### config.mk
export PLATFORM = sky130hd
export DESIGN_NAME = dma_irq_ctrl
export DESIGN_NICKNAME = d
export VERILOG_FILES = /design/src/rtl/dmairq_pkg.sv /design/src/rtl/dmairq_seq.sv /design/src/rtl/dmairq_req.sv /design/src/rtl/dmairq_irq.sv /design/src/rtl/dma_irq_ctrl.sv
export SDC_FILE = /design/constraint.sdc
export NUM_CORES = 1
export LEC_CHECK = 0
export BUFFER_PORTS_ARGS = -buffer_cell sky130_fd_sc_hd__buf_2
export CORE_MARGIN = 2
export CORE_UTILIZATION = 55
export CTS_CLUSTER_DIAMETER = 40
export DETAILED_ROUTE_END_ITERATION = 6
export PLACE_DENSITY = 0.82
export RECOVER_POWER = 25
export SYNTH_ARGS = -nofsm -noshare
export SYNTH_HDL_FRONTEND = slang
export SYNTH_SLANG_ARGS = --single-unit
export TNS_END_PERCENT = 1
### constraint.sdc
create_clock -name clk -period 2.4 [get_ports clk]
set_clock_uncertainty 0.05 [all_clocks]
set_input_delay 0 -clock clk [delete_from_list [all_inputs] [get_ports clk]]
set_output_delay 0 -clock clk [all_outputs]
set_load 0.05 [all_outputs]
### src/rtl/dmairq_pkg.sv
package dmairq_pkg;

    typedef enum logic [1:0] {
        ST_IDLE,
        ST_XFER,
        ST_ABORT,
        ST_DRAIN
    } seq_state_e;

    typedef struct packed {
        logic blk_done;
        logic cmd_done;
    } seq_evt_t;

    // Request window: asserted while more words remain than the early-negation value.
    function automatic logic req_window(input logic [15:0] left, input logic [15:0] early);
        return left > early;
    endfunction

    // Whether a completion event raises the interrupt in the given mode.
    function automatic logic irq_event(input seq_evt_t ev, input logic dma);
        return ev.cmd_done | (ev.blk_done & ~dma);
    endfunction

endpackage

### src/rtl/dmairq_seq.sv
module dmairq_seq
    import dmairq_pkg::*;
#(
    parameter int WPS        = 256,
    parameter int SEC_W      = 8,
    parameter int DRAIN_CLKS = 2,
    localparam int WORD_W    = $clog2(WPS + 1),
    localparam int DRAIN_W   = $clog2(DRAIN_CLKS + 1)
) (
    input  logic              clk,
    input  logic              rst,
    input  logic              start,
    input  logic [SEC_W-1:0]  sector_count,
    input  logic              dma_mode,
    input  logic              word_strobe,
    input  logic              fail,
    input  logic              srst,
    output logic              xfer,
    output logic              busy,
    output logic              mode_dma,
    output logic [WORD_W-1:0] words_left,
    output seq_evt_t          evt
);

    seq_state_e         st_q;
    logic [SEC_W-1:0]   sec_q;
    logic [WORD_W-1:0]  wl_q;
    logic [DRAIN_W-1:0] drn_q;
    logic               mode_q;

    always_comb begin
        evt = '0;
        if (st_q == ST_XFER && !srst) begin
            if (fail) begin
                evt.cmd_done = 1'b1;
            end else if (word_strobe && wl_q == WORD_W'(1)) begin
                evt.blk_done = 1'b1;
                evt.cmd_done = (sec_q == SEC_W'(1));
            end
        end
    end

    always_ff @(posedge clk) begin
        if (rst) begin
            st_q   <= ST_IDLE;
            sec_q  <= '0;
            wl_q   <= '0;
            drn_q  <= '0;
            mode_q <= 1'b0;
        end else begin
            case (st_q)
                ST_IDLE: begin
                    if (start && !srst && sector_count != '0) begin
                        st_q   <= ST_XFER;
                        sec_q  <= sector_count;
                        wl_q   <= WORD_W'(WPS);
                        mode_q <= dma_mode;
                    end
                end
                ST_XFER: begin
                    if (srst) begin
                        st_q <= ST_ABORT;
                    end else if (evt.cmd_done) begin
                        st_q <= ST_IDLE;
                        wl_q <= '0;
                    end else if (evt.blk_done) begin
                        sec_q <= sec_q - SEC_W'(1);
                        wl_q  <= WORD_W'(WPS);
                    end else if (word_strobe) begin
                        wl_q <= wl_q - WORD_W'(1);
                    end
                end
                ST_ABORT: begin
                    wl_q <= '0;
                    if (!srst) begin
                        st_q  <= ST_DRAIN;
                        drn_q <= DRAIN_W'(DRAIN_CLKS - 1);
                    end
                end
                default: begin
                    if (drn_q == '0) st_q <= ST_IDLE;
                    else             drn_q <= drn_q - DRAIN_W'(1);
                end
            endcase
        end
    end

    assign xfer       = (st_q == ST_XFER);
    assign busy       = (st_q != ST_IDLE);
    assign mode_dma   = mode_q;
    assign words_left = wl_q;

    // an active transfer always has at least one word left in its sector
    p_words_nonzero_r3: assert property (@(posedge clk) disable iff (rst)
        (st_q == ST_XFER) |-> (wl_q != '0));

    // while the release countdown runs, busy holds
    p_drain_busy_r11: assert property (@(posedge clk) disable iff (rst)
        (st_q == ST_DRAIN && drn_q != '0) |=> busy);

    // a held soft reset keeps the block out of idle
    p_abort_hold_r10: assert property (@(posedge clk) disable iff (rst)
        (st_q == ST_ABORT && srst) |=> (st_q == ST_ABORT));

endmodule

### src/rtl/dmairq_req.sv
module dmairq_req
    import dmairq_pkg::*;
#(
    parameter int WORD_W = 9,
    parameter int NEG_W  = 4
) (
    input  logic              clk,
    input  logic              rst,
    input  logic              xfer,
    input  logic              mode_dma,
    input  logic              srst,
    input  logic [WORD_W-1:0] words_left,
    input  logic [NEG_W-1:0]  neg_early,
    output logic              dmarq_n
);

    logic req;

    always_comb begin
        req = xfer && mode_dma && !srst
              && req_window(16'(words_left), 16'(neg_early));
    end

    assign dmarq_n = ~req;

    // soft reset removes the request in the same cycle
    p_srst_drops_req_r10: assert property (@(posedge clk) disable iff (rst)
        srst |-> dmarq_n);

    // no request is issued in programmed mode
    p_pio_no_req_r4: assert property (@(posedge clk) disable iff (rst)
        !mode_dma |-> dmarq_n);

endmodule

### src/rtl/dmairq_irq.sv
module dmairq_irq
    import dmairq_pkg::*;
(
    input  logic     clk,
    input  logic     rst,
    input  seq_evt_t evt,
    input  logic     mode_dma,
    input  logic     status_rd,
    output logic     irq_n
);

    logic pend_q;
    logic set;

    assign set = irq_event(evt, mode_dma);

    always_ff @(posedge clk) begin
        if (rst)            pend_q <= 1'b0;
        else if (set)       pend_q <= 1'b1;
        else if (status_rd) pend_q <= 1'b0;
    end

    assign irq_n = ~pend_q;

    // the interrupt is released only through a status read
    p_irq_hold_r8: assert property (@(posedge clk) disable iff (rst)
        (!irq_n && !status_rd) |=> !irq_n);

endmodule

### src/rtl/dma_irq_ctrl.sv
module dma_irq_ctrl
    import dmairq_pkg::*;
#(
    parameter int WPS        = 256,
    parameter int SEC_W      = 8,
    parameter int NEG_W      = 4,
    parameter int DRAIN_CLKS = 2,
    localparam int WORD_W    = $clog2(WPS + 1)
) (
    input  logic             clk,
    input  logic             rst,
    input  logic             start,
    input  logic [SEC_W-1:0] sector_count,
    input  logic             dma_mode,
    input  logic [NEG_W-1:0] neg_early,
    input  logic             word_strobe,
    input  logic             fail,
    input  logic             srst,
    input  logic             status_rd,
    output logic             dmarq_n,
    output logic             irq_n,
    output logic             busy
);

    logic              xfer;
    logic              mode_dma;
    logic [WORD_W-1:0] words_left;
    seq_evt_t          evt;

    dmairq_seq #(
        .WPS        (WPS),
        .SEC_W      (SEC_W),
        .DRAIN_CLKS (DRAIN_CLKS)
    ) u_seq (
        .clk          (clk),
        .rst          (rst),
        .start        (start),
        .sector_count (sector_count),
        .dma_mode     (dma_mode),
        .word_strobe  (word_strobe),
        .fail         (fail),
        .srst         (srst),
        .xfer         (xfer),
        .busy         (busy),
        .mode_dma     (mode_dma),
        .words_left   (words_left),
        .evt          (evt)
    );

    dmairq_req #(
        .WORD_W (WORD_W),
        .NEG_W  (NEG_W)
    ) u_req (
        .clk        (clk),
        .rst        (rst),
        .xfer       (xfer),
        .mode_dma   (mode_dma),
        .srst       (srst),
        .words_left (words_left),
        .neg_early  (neg_early),
        .dmarq_n    (dmarq_n)
    );

    dmairq_irq u_irq (
        .clk       (clk),
        .rst       (rst),
        .evt       (evt),
        .mode_dma  (mode_dma),
        .status_rd (status_rd),
        .irq_n     (irq_n)
    );

    // a request is only ever raised during a command
    p_req_needs_busy_r4: assert property (@(posedge clk) disable iff (rst)
        !dmarq_n |-> busy);

    // in DMA mode the interrupt only falls once the command has ended
    p_dma_irq_at_end_r6: assert property (@(posedge clk) disable iff (rst)
        ($fell(irq_n) && $past(mode_dma)) |-> !busy);

    // an abort never raises the interrupt
    p_abort_no_irq_r10: assert property (@(posedge clk) disable iff (rst)
        (busy && srst && !status_rd) |=> !$fell(irq_n));

endmodule

==> results of run 1 <==
==> path summary, 6_finish.rpt <==
kind / cells past startpoint / end / startpoint / slack (ns)
worst min-delay path: 5 / u_seq.mode_dma$_SDFFE_PP0P_ / start / 0.001
worst max-delay path: 7 / u_seq.words_left[2]$_SDFFE_PP0P_ / u_seq.words_left[1]$_SDFFE_PP0P_ / 0.14
worst max register to register: 7 / u_seq.words_left[2]$_SDFFE_PP0P_ / u_seq.words_left[1]$_SDFFE_PP0P_ / 0.14
worst min register to register: 2 / u_seq.mode_dma$_SDFFE_PP0P_ / u_seq.mode_dma$_SDFFE_PP0P_ / 0.46
==> what timing repair did <==
item | CTS | global route
hold endpoints to repair | 5 | 0
hold buffers | 5 | 0
gates resized for setup | 0 | 1
endpoints found under the setup margin | 0 | 1
setup buffers | 0 | 0
==> power by group through the flow <==
stage	Clock [mW]	Sequential [mW]	Combinational (mW)
detailed placement	0	0.527	0.751
global placement	0	0.527	0.738
floorplan	0	0.508	0.584
global route	0.207	0.535	0.853
CTS	0.197	0.519	0.761
finish	0.192	0.523	0.765
==> area by class of cell <==
| cell class | instances | area (sq um) |
|---|---|---|
| Multi-Input combinational cell | 159 | 1170 |
| Fill cell | 271 | 1060 |
| Sequential cell | 23 | 460 |
| Timing Repair Buffer | 33 | 199 |
| Inverter | 24 | 90.1 |
| Tap cell | 44 | 55.1 |
| Clock buffer | 4 | 26.3 |
==> per-layer routing <==
| layer | track usage [%] | vias up |
|---|---|---|
| li1 | - | 874 |
| met1 | 33.2 | 820 |
| met2 | 41.5 | 37 |
| met3 | 3.62 | 7 |
| met4 | 10.6 | 0 |
| met5 | 0 | - |
==> sequential cells by signal, summed over array words and instances, names as in the netlist <==
register,count
u_seq.mode_dma,1
u_irq.pend_q,1
u_seq.words_left,9
u_seq.sec_q,8
u_seq.st_q,2
u_seq.drn_q,2
==> worst reg2reg max path: cells and delay by family, from the launching register on <==
family,cells,cell delay (ns)
buf+inv,1,0.09
flops,1,0.41
compound gates,3,0.94
fa+ha+maj,1,0.18
simple gates,2,0.51
==> cells by family (layout without fill, tap and decap cells) <==
kind of cell	Yosys count	in the layout	synth area share [%]
AOI/OAI and AO/OA	63	63	28.6
adders and majority gates	14	14	9.97
buffers and inverters	33	61	7.55
DFF	23	23	26.2
muxes	3	3	1.71
and+or+nand+nor	79	79	25.9
==> stage by stage <==
step           utilization (%)  instances  hold slack, ns
2_1_floorplan                -        215          0.0977
3_3_place_gp              63.0        278           0.210
3_5_place_dp              63.0        278           0.214
4_1_cts                   65.5        287         0.00486
5_1_grt                   65.4        287          0.0269
6_report                  65.4        287         0.00113
==> synth_stat cells, types with 2 or more instances <==
cell type  instances
buf_4              2
a41o_2             2
nand3_1           16
ha_1              14
a32o_1             6
dfxtp_1           23
a211oi_1           6
a21oi_1           16
o221ai_1           3
nor4_1             6
nor4b_1            2
inv_1             23
nor2_1            17
o31ai_1            3
nor2b_1            2
o21a_1             3
o21ai_0            4
nand2_1           12
o211ai_1           6
clkbuf_1           5
nand2b_1           3
nor3b_1            2
mux2i_1            3
or4_1              6
nor3_1             2
==> results by group, run 1 <==
Clock tree
  • H-tree lvl count: 1
  • TritonCTS clock tree: built
  • CTS buffer count: 3
  • Worst-path clk slew: 0.13 ns
  • Clock Latency Late Sink: 0.33 ns
  • CTS Sinks: 23
  • Clock Path Buffers: 2
  • Root buffer cell: clkbuf_4

Setup path
  • Nature of the critical path endpoint: flip-flop
  • CP Max Fanout: 6
  • Top delay family on crit path: compound AO/OA/AOI/OAI gates
  • Worst EP arrival: 2.45 ns
  • Crit path required time: 2.60 ns
  • Crit start category: flip-flop
  • WS Path Type: reg2reg
  • Crit-path max cell delay: 0.41 ns
  • Slowest cell on crit path: dfxtp_1
  • WP buf/inv: 1
  • Crit-path cells: inv_1, ha_1, and4bb_2, a41o_2, a211oi_1, nand2_1, o311ai_1

GRT
  • Antenna violations before repair: 0
  • GRT Overall Usage: 25.2%
  • Pin count of the biggest net entering global routing: 21
  • Vias in the first global route: 1589
  • Gr ovfl total: 0
  • First-pass GRT wire length: 6990 um

Power
  • Clk pwr share: 13.0%
  • Switching share of power: 44.6%
  • Reg power frac: 35.4%
  • Combinational power share: 51.7%
  • Tot Pwr: 1.48 mW
  • Switching power total: 0.660 mW
  • Internal Power: 0.819 mW
  • PwrDens: 741 nW/um^2
  • Worst vdd ir: 0.000419 V
  • Lkg Pwr: 0.810 nW

Timing
  • Final hold vios: 0
  • Unrepaired setup endpoints after global routing: false
  • Setup tns final: 0 ns
  • Slew HR: 58.5%
  • Final period util: 94.1%
  • Final setup violation count: 0
  • Peak Freq: 0.443 GHz
  • Min Tclk post-route: 2.26 ns
  • Worst-margin pin slew: 0.621 ns
  • Final worst setup slack: 0.142 ns
  • Final Max Tran Viols: 0

Status
  • Outcome: finished, final reports clean

Layout
  • Area Growth Syn to Fin: 13.7%
  • Nets: 278
  • ANT cells: 0
  • Layout cell share with drive strength beyond 1: 16.9%
  • Design area: 2000 sq um
  • Most frequent cells in the layout: inv_1 (23), dfxtp_1 (23), buf_2 (20)

Floorplan
  • Full die area: 3660 sq um
  • Core area: 3050 sq um
  • Die Ht: 60.5 um
  • Horiz. Die Dim: 60.5 um
  • Initial Util: 57.5%
  • Row cnt: 20
  • IO Count: 23

Route
  • First-pass iteration count of the detailed router: 4
  • DRC Markers: 0
  • Met3 routed WL: 163 um
  • WL final: 4170 um
  • Vias per inst: 6.06
  • WL met1: 2030 um
  • Post-DR wirelength/cell: 14.5 um
  • Wire length on met2: 1910 um
  • Routed vias: 1738
  • Top Layer Used: met4
  • Antenna viol nets, final: 0
  • Initial DRC Count: 98

Logic synthesis
  • Netlist cell types: 53
  • Post-Syn Instances: 215
  • Area contributors post-synth: dfxtp_1 (26%), ha_1 (10%), inv_1 (4.9%)
  • Synth Area per Inst: 8.17 sq um
  • Top_reg_cell synth: dfxtp_1
  • Syn_nets: 249
  • Yosys top cell area share: 26.2%
  • Post-Synthesis Cell Area: 1760 sq um
  • Post-synthesis sequential area ratio: 26.2%
  • Post-synth EDFFs: 0
  • Asr flop ratio synth: 0%
  • Leading area contributor after synthesis: dfxtp_1
  • Yosys reg bits: 23
  • Synth warnings: 0

Place
  • Setup Slack @ Placement: 0.199 ns
  • RePlAce Congestion: 0.899
  • Placed Instance Area: 1920 sq um
  • HPWL after detailed placement: 3090 um
  • I/O Buffers: 22

Run
  • Max Cap Viol: 0

Worst hold path
  • Worst hold-check path type: in2reg
Note: power is estimated with default switching activity, not from simulation.
==> run 2: changes to the inputs <==
- CORE_ASPECT_RATIO: unset -> 0.9
- SLEW_MARGIN: unset -> 0
==> run 2 against run 1 <==
Effect of this change:
- critical path depth stayed put
- largest power group unchanged
- setup slack worse by 0.0096 ns
- global-route usage is 0.98 points lower
- count of clock-buffer cells in the layout is 1 lower
- sequential power hardly changed
- clock power is 3% higher
- wire length is 0.36% higher
- die area hardly changed
- combinational power is 3.5% higher
- flip-flop and latch count stayed put
==> results by group, run 2 (synthesized netlist as in run 1, its figures left out) <==
Route
  • WL final: 4190 um (was 4170 um)
  • First-pass iteration count of the detailed router: 5 (was 4)
  • Vias per inst: 6.09 (was 6.06)
  • Antenna viol nets, final: 0 (unchanged)
  • DRC Markers: 0 (unchanged)
  • Routed vias: 1767 (was 1738)
  • Wire length on met2: 1880 um (was 1910 um)
  • Top Layer Used: met4 (unchanged)
  • WL met1: 2020 um (was 2030 um)
  • Initial DRC Count: 211 (was 98)
  • Met3 routed WL: 268 um (was 163 um)
  • Post-DR wirelength/cell: 14.4 um (was 14.5 um)

Setup path
  • Nature of the critical path endpoint: flip-flop (unchanged)
  • Crit start category: flip-flop (unchanged)
  • Reg2Reg Setup Slack: 0.13 ns (was 0.14 ns)
  • Reg2Reg Capture Point: u_seq.words_left[2]$_SDFFE_PP0P_ (unchanged)
  • WS Path Type: reg2reg (unchanged)
  • Crit-path cells: inv_1, ha_1, and4bb_2, a41o_2, a211oi_1, nand2_1, o311ai_1 (unchanged)
  • Crit-path max cell delay: 0.41 ns (about the same)
  • Slowest cell on crit path: dfxtp_1 (unchanged)
  • Levels on crit path: 7 (unchanged)
  • Worst EP arrival: 2.46 ns (was 2.45 ns)
  • R2r worst-path depth: 7 (unchanged)
  • CP endpoint: u_seq.words_left[2]$_SDFFE_PP0P_ (unchanged)
  • Crit Reg-Reg Startpoint: u_seq.words_left[1]$_SDFFE_PP0P_ (unchanged)
  • CP startpoint: u_seq.words_left[1]$_SDFFE_PP0P_ (unchanged)
  • WP buf/inv: 1 (unchanged)
  • CP Max Fanout: 6 (unchanged)
  • Crit path required time: 2.59 ns (was 2.60 ns)
  • Top delay family on crit path: compound AO/OA/AOI/OAI gates (unchanged)

Layout
  • Layout cell share with drive strength beyond 1: 17.7% (was 16.9%)
  • Area Growth Syn to Fin: 16.4% (was 13.7%)
  • Util after Layout: 67.2% (was 65.4%)
  • Max reg flops: 9 (unchanged)
  • ANT cells: 0 (unchanged)
  • Most frequent cells in the layout: inv_1 (23), dfxtp_1 (23), buf_2 (20) (unchanged)
  • Nets: 283 (was 278)

Power
  • Reg power frac: 34.5% (was 35.4%)
  • Clk pwr share: 13.0% (about the same)
  • PwrDens: 738 nW/um^2 (was 741 nW/um^2)
  • Worst vdd ir: 0.000427 V (was 0.000419 V)
  • Switching power total: 0.661 mW (was 0.660 mW)
  • Combinational power share: 52.5% (was 51.7%)
  • Internal Power: 0.848 mW (was 0.819 mW)
  • Lkg Pwr: 0.835 nW (was 0.810 nW)
  • Switching share of power: 43.8% (was 44.6%)

Floorplan
  • Horiz. Die Dim: 63.6 um (was 60.5 um)
  • Row cnt: 19 (was 20)
  • Full die area: 3660 sq um (about the same)
  • Die Ht: 57.6 um (was 60.5 um)
  • Core area: 3040 sq um (was 3050 sq um)
  • IO Count: 23 (unchanged)
  • Initial Util: 57.7% (was 57.5%)

Timing
  • Setup tns final: 0 ns (unchanged)
  • Min Tclk post-route: 2.27 ns (was 2.26 ns)
  • Peak Freq: 0.441 GHz (was 0.443 GHz)
  • Final worst setup slack: 0.133 ns (was 0.142 ns)
  • Unrepaired setup endpoints after global routing: false (unchanged)
  • Final hold vios: 0 (unchanged)
  • Worst-margin pin slew: 0.610 ns (was 0.621 ns)
  • Final setup violation count: 0 (unchanged)
  • Final period util: 94.5% (was 94.1%)
  • Slew HR: 59.3% (was 58.5%)
  • Final Max Tran Viols: 0 (unchanged)

GRT
  • Gr ovfl total: 0 (unchanged)
  • Antenna violations before repair: 0 (unchanged)
  • First-pass GRT wire length: 7060 um (was 6990 um)
  • GRT Overall Usage: 24.2% (was 25.2%)
  • Vias in the first global route: 1509 (was 1589)
  • Pin count of the biggest net entering global routing: 21 (unchanged)

Clock tree
  • CTS Sinks: 23 (unchanged)
  • Root buffer cell: clkbuf_4 (unchanged)
  • Clock Path Buffers: 2 (unchanged)
  • Quantity of gates resized following cts: 0 (unchanged)
  • CTS buffer count: 3 (unchanged)
  • Clock Latency Late Sink: 0.33 ns (about the same)
  • Post-CTS Repair Setup Buffers: 0 (unchanged)
  • Worst-path clk slew: 0.14 ns (was 0.13 ns)
  • TritonCTS clock tree: built (unchanged)
  • H-tree lvl count: 1 (unchanged)

Place
  • HPWL after detailed placement: 3060 um (was 3090 um)
  • RePlAce Congestion: 0.833 (was 0.899)
  • I/O Buffers: 22 (unchanged)
  • Setup Slack @ Placement: 0.196 ns (was 0.199 ns)

Worst hold path
  • Worst hold-check path type: in2reg (unchanged)
  • Min-delay src: start (unchanged)

Run
  • Max Cap Viol: 0 (unchanged)

Status
  • Outcome: finished, final reports clean (unchanged)
## run 2: cell types whose count changed in the layout (fill, tap and decap cells not counted), sizes merged
cell | previous run | this run
buf | 25 | 28
clkbuf | 7 | 5
clkinvlp | 0 | 1
dlygate4sd3 | 5 | 8
## run 2: worst min-delay path by stage
stage	endpoint	slack, ns	depth (start not counted)
CTS	u_seq.mode_dma$_SDFFE_PP0P_	0.008	5
global route	u_seq.st_q[1]$_SDFFE_PP0P_	0.06	4
floorplan	u_seq.mode_dma$_SDFFE_PP0P_	0.1	2
detailed placement	u_seq.mode_dma$_SDFFE_PP0P_	0.23	3
finish	u_seq.mode_dma$_SDFFE_PP0P_	0.01	5
global placement	u_seq.mode_dma$_SDFFE_PP0P_	0.22	3
## run 2: power by group through the flow
stage          Sequential [mW]  Combinational [mW]  Clock (mW)
2_1_floorplan            0.508               0.584           0
3_3_place_gp             0.526               0.768           0
3_5_place_dp             0.526               0.772           0
4_1_cts                  0.518               0.786       0.204
5_1_grt                  0.532               0.880       0.216
6_report                 0.520               0.792       0.197
## run 2: final cells by class
| class | count | area, sq um |
|---|---|---|
| well taps | 42 | 52.6 |
| repair buffers | 38 | 248 |
| fillers | 268 | 998 |
| multi-input cells | 159 | 1160 |
| inverters | 24 | 90.1 |
| clock buffers | 3 | 22.5 |
| clock inverters | 1 | 7.51 |
| flip-flops and latches | 23 | 460 |
## run 2: stage by stage
stage | instance area [sq um] | hold WS [ns] | power, mW | cells
after detailed placement | 1940 | 0.228 | 1.30 | 278
after global placement | 1940 | 0.223 | 1.29 | 278
after global routing | 2040 | 0.0563 | 1.63 | 290
after floorplan | 1760 | 0.0977 | 1.09 | 215
final | 2040 | 0.0118 | 1.51 | 290
after CTS | 2050 | 0.00773 | 1.51 | 290
## run 2: what timing repair did
| item | 4_1_cts | 5_1_grt |
|---|---|---|
| endpoints found under the setup margin | 0 | 0 |
| hold buffers | 8 | 0 |
| endpoints found under the hold margin | 8 | 0 |
## run 2: worst reg2reg max path, stage by stage (launching register included)
cell and delay, ns:
dfxtp_1 0.41, inv_1 0.09, ha_1 0.18, and4bb_2 0.26, a41o_2 0.32, a211oi_1 0.35
nand2_1 0.23, o311ai_1 0.30
## run 2: routing by layer
layer	track usage (%)	vias up
li1	-	887
met1	35.6	819
met2	37.4	57
met3	4.66	4
met4	4.66	0
met5	0	-
